## src/rtl/stage_timer_pkg.sv

```systemverilog
package stage_timer_pkg;

    typedef enum logic [2:0] {
        ST_CLEAR    = 3'd0,
        ST_ARM_WAIT = 3'd1,
        ST_ARM_HELD = 3'd2,
        ST_COUNT    = 3'd3,
        ST_LATCHED  = 3'd4
    } tmr_state_e;

    localparam int NUM_TAPS = 4;

endpackage

```

## src/rtl/stage_timer_counter.sv

```systemverilog
module stage_timer_counter #(
    parameter int CNT_W  = 16,
    parameter int TAP_00 = 13,
    parameter int TAP_01 = 10,
    parameter int TAP_10 = 8,
    parameter int TAP_11 = 16
) (
    input  logic       clk,
    input  logic       clr,
    input  logic       go,
    output logic [stage_timer_pkg::NUM_TAPS-1:0] tap_vec
);

    logic [CNT_W-1:0] cnt_q;
    logic [CNT_W-1:0] carry;

    // Ripple-style toggle chain: each stage flips when all lower stages are 1.
    for (genvar i = 0; i < CNT_W; i++) begin : g_stage
        if (i == 0) begin : g_lsb
            assign carry[i] = go;
        end else begin : g_up
            assign carry[i] = carry[i-1] & cnt_q[i-1];
        end

        always_ff @(posedge clk) begin
            if (clr) begin
                cnt_q[i] <= 1'b0;
            end else if (carry[i]) begin
                cnt_q[i] <= ~cnt_q[i];
            end
        end
    end

    // Stage N is counter bit N-1.
    for (genvar g = 0; g < stage_timer_pkg::NUM_TAPS; g++) begin : g_tap
        localparam int IDX = (g == 0) ? TAP_00 - 1 :
                             (g == 1) ? TAP_01 - 1 :
                             (g == 2) ? TAP_10 - 1 : TAP_11 - 1;
        assign tap_vec[g] = cnt_q[IDX];
    end

endmodule

```

## src/rtl/stage_timer_tapsel.sv

```systemverilog
module stage_timer_tapsel (
    input  logic       clk,
    input  logic       sel_hi,
    input  logic       sel_lo,
    input  logic [stage_timer_pkg::NUM_TAPS-1:0] tap_vec,
    output logic       tap_bit
);

    logic [1:0] sel_q;

    // Registered stage code: a new selection applies after the next edge.
    always_ff @(posedge clk) begin
        sel_q <= {sel_hi, sel_lo};
    end

    assign tap_bit = tap_vec[sel_q];

endmodule

```

## src/rtl/stage_timer_ctrl.sv

```systemverilog
module stage_timer_ctrl
    import stage_timer_pkg::*;
(
    input  logic       clk,
    input  logic       por,
    input  logic       hold_arm,
    input  logic       mrst,
    input  logic       recycle,
    input  logic       cnt_en,
    input  logic       tap_bit,
    output tmr_state_e state_q,
    output logic       cnt_clr,
    output logic       cnt_go,
    output logic       out_raw
);

    tmr_state_e state_d;
    logic       latch_now;

    assign latch_now = !recycle && tap_bit;

    // State register
    always_ff @(posedge clk) begin
        if (por) begin
            state_q <= hold_arm ? ST_ARM_WAIT : ST_CLEAR;
        end else begin
            state_q <= state_d;
        end
    end

    // Next state
    always_comb begin
        state_d = state_q;
        unique case (state_q)
            ST_ARM_WAIT: if (mrst)  state_d = ST_ARM_HELD;
            ST_ARM_HELD: if (!mrst) state_d = ST_COUNT;
            ST_CLEAR:    if (!mrst) state_d = ST_COUNT;
            ST_COUNT: begin
                if (mrst)           state_d = ST_CLEAR;
                else if (latch_now) state_d = ST_LATCHED;
            end
            ST_LATCHED: begin
                if (mrst)           state_d = ST_CLEAR;
                else if (recycle)   state_d = ST_COUNT;
            end
            default:                state_d = ST_CLEAR;
        endcase
    end

    // Outputs: counter gate, clear and the un-inverted timer level
    always_comb begin
        cnt_clr = por || mrst;
        cnt_go  = 1'b0;
        out_raw = 1'b0;
        unique case (state_q)
            ST_COUNT: begin
                cnt_go  = cnt_en && !mrst && !latch_now;
                out_raw = tap_bit;
            end
            ST_LATCHED: out_raw = 1'b1;
            ST_CLEAR, ST_ARM_WAIT, ST_ARM_HELD: out_raw = 1'b0;
            default: out_raw = 1'b0;
        endcase
    end

endmodule

```

## src/rtl/stage_timer.sv

```systemverilog
module stage_timer #(
    parameter int CNT_W  = 16,
    parameter int TAP_00 = 13,
    parameter int TAP_01 = 10,
    parameter int TAP_10 = 8,
    parameter int TAP_11 = 16
) (
    input  logic clk,
    input  logic por,
    input  logic cnt_en,
    input  logic mrst,
    input  logic hold_arm,
    input  logic recycle,
    input  logic inv_out,
    input  logic sel_hi,
    input  logic sel_lo,
    output logic tmr_out
);

    import stage_timer_pkg::*;

    tmr_state_e            state_q;
    logic                  cnt_clr;
    logic                  cnt_go;
    logic                  out_raw;
    logic                  tap_bit;
    logic [NUM_TAPS-1:0]   tap_vec;

    stage_timer_ctrl u_ctrl (
        .clk      (clk),
        .por      (por),
        .hold_arm (hold_arm),
        .mrst     (mrst),
        .recycle  (recycle),
        .cnt_en   (cnt_en),
        .tap_bit  (tap_bit),
        .state_q  (state_q),
        .cnt_clr  (cnt_clr),
        .cnt_go   (cnt_go),
        .out_raw  (out_raw)
    );

    stage_timer_counter #(
        .CNT_W  (CNT_W),
        .TAP_00 (TAP_00),
        .TAP_01 (TAP_01),
        .TAP_10 (TAP_10),
        .TAP_11 (TAP_11)
    ) u_cnt (
        .clk     (clk),
        .clr     (cnt_clr),
        .go      (cnt_go),
        .tap_vec (tap_vec)
    );

    stage_timer_tapsel u_tap (
        .clk     (clk),
        .sel_hi  (sel_hi),
        .sel_lo  (sel_lo),
        .tap_vec (tap_vec),
        .tap_bit (tap_bit)
    );

    assign tmr_out = out_raw ^ inv_out;

endmodule

```

## config.mk

```make
export PLATFORM = sky130hd
export DESIGN_NAME = stage_timer
export DESIGN_NICKNAME = d
export VERILOG_FILES = /design/src/rtl/stage_timer_pkg.sv /design/src/rtl/stage_timer_counter.sv /design/src/rtl/stage_timer_tapsel.sv /design/src/rtl/stage_timer_ctrl.sv /design/src/rtl/stage_timer.sv
export SDC_FILE = /design/constraint.sdc
export NUM_CORES = 1
export LEC_CHECK = 0
export BUFFER_PORTS_ARGS = -buffer_cell sky130_fd_sc_hd__buf_2
export CAP_MARGIN = 15
export CORE_ASPECT_RATIO = 0.8
export CORE_MARGIN = 5
export CORE_UTILIZATION = 50
export CTS_CLUSTER_SIZE = 40
export DETAILED_ROUTE_END_ITERATION = 16
export MAX_ROUTING_LAYER = met4
export PLACE_DENSITY_LB_ADDON = 0.12
export SYNTH_ARGS = -nofsm -noshare
export SYNTH_HDL_FRONTEND = slang
export SYNTH_SLANG_ARGS = --single-unit
```

## constraint.sdc

```tcl
create_clock -name clk -period 1.6 [get_ports clk]
set_input_delay 0 -clock clk [delete_from_list [all_inputs] [get_ports clk]]
set_output_delay 0 -clock clk [all_outputs]
set_load 0.02 [all_outputs]
```

==> impl_metrics.ini <==
[run_status]
status = finished, violations left
violations = negative setup slack

[synth]
seq_area_frac_synth = 0.437
synth.ff_latch_count = 21
compound_gate_portion_of_the_synthesized_area = 0.117
main_combinational_cell_family_by_area_after_synthesis = simple AND/OR/NAND/NOR gates
synth_fa_ha_area_frac = 0
syn-cell-area_sq_um = 1030
synthXorXnorAreaFrac = 0.102
ys.warnings.count = 0
yosys.area_share.simple = 0.285
netlist-cell-type-count = 31
synth_cells = 114
syn-num-nets = 123
post_synth_mux_area_share = 0.0243
syn_area_per_cell_sq_um = 9.04

[route]
vias_per_cell = 5.46
detailedRoute.firstIterationViolations = 40
final_antenna_net_count = 0
route.vias.total = 907
route.detailed.drc = 0
routed_length_per_placed_instance_microns = 12.7
routed_wirelength_microns = 2110
firstDrtPassIters = 4

[cells_and_area]
multi_input_comb_area_sq_um = 567
register_area_sq_um = 454
areaGrowthSynthToFinish_pct = 26.0
drive_gt1_frac = 0.310
antenna_cells_inserted = 0
finish.net_count = 152
nFillCells = 165

[die]
core_sq_um = 1930
row_count = 14
chipHeight_microns = 50.6
floorplan.io_pins = 10
initial_utilization = 0.535
chipWidth_microns = 60.8
die_area_sq_um = 3080

[critical_path]
required_ns = 1.84
cp_data_arrival_time_ns = 1.94
critPathKind = reg -> reg
crit_path_end_kind = flip-flop
r2r_cells = 5
path_max_fanout = 9
critPathLaunchType = flip-flop

[clocking]
cts_made_buffers = 3
clk_pin_slew_worst_paths_ns = 0.12
cts.htree.levels = 1
ctsRootBufferMaster = clkbuf_4
clock_tree_buf_depth = 2
cts_tree = yes
worstSkewPairLatency_ns = 0.31
cts.sink_count = 21

[placement]
io_buffer_count = 9
place.detailed.hpwl_microns = 1540
gpl.final_weighted_congestion = 0.749
pre_cts_slack_ns = -0.147

[timing]
maxSlewHeadroom = 0.782
timing.final.ws_setup_ns = -0.0975
timing_worst_slew_pin_value_ns = 0.328
period_share = 1.06
unrepaired_setup_endpoints_after_global_routing = true
totalNegativeSetupSlack_ns = -0.358
hold_violations = 0
fmax_ghz = 0.589
final_max_slew_viol_count = 0
finalSetupViolCount = 5
final.setup_skew_ns = 0.00625
hold_slack_ns = 0.0148
final_critical_period_ns = 1.70

[power_and_ir_drop]
cellPowerDensity_nw_per_um2 = 790
vdd.ir_drop.worst_mv = 0.492
power.static_leakage_nw = 0.489

[global_route]
via_count_of_the_first_global_routing_pass = 832
grt_first_pass_wirelength_microns = 3510
grt_use_total = 0.157
globalRoute.totalOverflow = 0
antenna_found_initial = 0
largest_net_degree_at_the_start_of_global_routing = 18

[min_path]
min_path_cells = 2
hold_class = in -> reg

[job]
cap_violations = 0
-- sequential cells by signal (all words and copies together), names as in the netlist --
name	count
u_cnt.cnt_q	12
u_cnt.tap_vec	4
u_ctrl.state_q	3
u_tap.sel_q	2
-- logic make-up after synthesis --
logic type      after synthesis
simple gates                 54
flops                        21
compound gates               18
xor+xnor                     12
buf+inv                       7
mux                           2
-- critical path: stages (launching register included) --
cell and delay, ns:
dfxtp_2 0.37, mux2_4 0.31, a2bb2oi_2 0.18, nand2_2 0.14
or4_1 0.50, a21oi_1 0.13
-- timing repair --
item                                    CTS  global route
endpoints found under the hold margin     3             0
endpoints found under the setup margin    6            15
hold buffers                              3             0
pin swaps                                 4             1
setup buffers                             1             0
resized for setup                         9             1
-- where the power goes --
part / switching (W) / internal [W] / total (W)
Combinational: 0.0000935 / 0.000100 / 0.000194
Sequential: 0.0000155 / 0.000563 / 0.000578
Clock: 0.000161 / 0.0000935 / 0.000254
Total: 0.000270 / 0.000756 / 0.00103
-- cell usage after synthesis (all sizes together) --
| library cell | number | area [sq um] |
|---|---|---|
| dfxtp | 18 | 360 |
| nor2 | 17 | 63.8 |
| xor2 | 11 | 96.3 |
| nand4 | 8 | 50.1 |
| a21oi | 6 | 30.0 |
| nand3 | 5 | 30.0 |
| nand2 | 4 | 15.0 |
| nand2b | 4 | 25.0 |
| o21ai | 4 | 20.0 |
| o31ai | 4 | 30.0 |
| or4 | 4 | 30.0 |
| and2 | 3 | 18.8 |
| and3 | 3 | 18.8 |
| buf | 3 | 21.3 |
| clkbuf | 3 | 11.3 |
| edfxtp | 3 | 90.1 |
| or2 | 2 | 12.5 |
| a21o | 1 | 7.51 |
| a22oi | 1 | 7.51 |
| a2bb2oi | 1 | 15.0 |
| and4 | 1 | 8.76 |
| inv | 1 | 3.75 |
| mux2 | 1 | 15.0 |
| mux2i | 1 | 10.0 |
| nand3b | 1 | 7.51 |
| nor3b | 1 | 7.51 |
| o32a | 1 | 10.0 |
| or3 | 1 | 6.26 |
| xnor2 | 1 | 8.76 |
-- final timing paths --
path / start / to / slack, ns
worst max register to register: u_tap.sel_q[1] / u_cnt.cnt_q[13] / -0.1
worst max-delay path: u_tap.sel_q[1] / u_cnt.cnt_q[13] / -0.1
worst min register to register: u_cnt.cnt_q[14] / u_cnt.cnt_q[14] / 0.49
worst min-delay path: por / u_ctrl.state_q[1] / 0.01
-- cell usage in the layout (no fill, tap or decap), drive strengths merged, types with 4 or more instances in the layout --
cell,instances
a21oi,6
buf,27
dfxtp,18
nand2,4
nand2b,4
nand3,5
nand4,8
nor2,17
o21ai,4
o31ai,4
or4,4
xor2,11
-- cell type report --
| type | count | area share |
|---|---|---|
| clock buffers | 3 | 0.0173 |
| multi-input cells | 86 | 0.436 |
| flip-flops and latches | 21 | 0.350 |
| clock inverters | 1 | 0.00385 |
| repair buffers | 30 | 0.167 |
| inverters | 1 | 0.00289 |
| well taps | 24 | 0.0231 |
-- stage by stage --
| stage | instance area [sq um] | util | total power [W] | std cells |
|---|---|---|---|---|
| final | 1300 | 0.674 | 0.00103 | 166 |
| after CTS | 1290 | 0.672 | 0.00104 | 166 |
| after global placement | 1210 | 0.626 | 0.000764 | 158 |
| after detailed placement | 1210 | 0.626 | 0.000769 | 158 |
| after floorplan | 1040 | - | 0.000691 | 114 |
| after global routing | 1300 | 0.674 | 0.00108 | 166 |
-- routing by layer --
metal	share of wire	track usage	wire length (microns)
met5	0	-	0
met4	0.0062	0.0325	13
met3	0.055	0.0462	116
met2	0.49	0.256	1040
met1	0.44	0.190	937
Note: power is estimated with default switching activity, not from simulation.
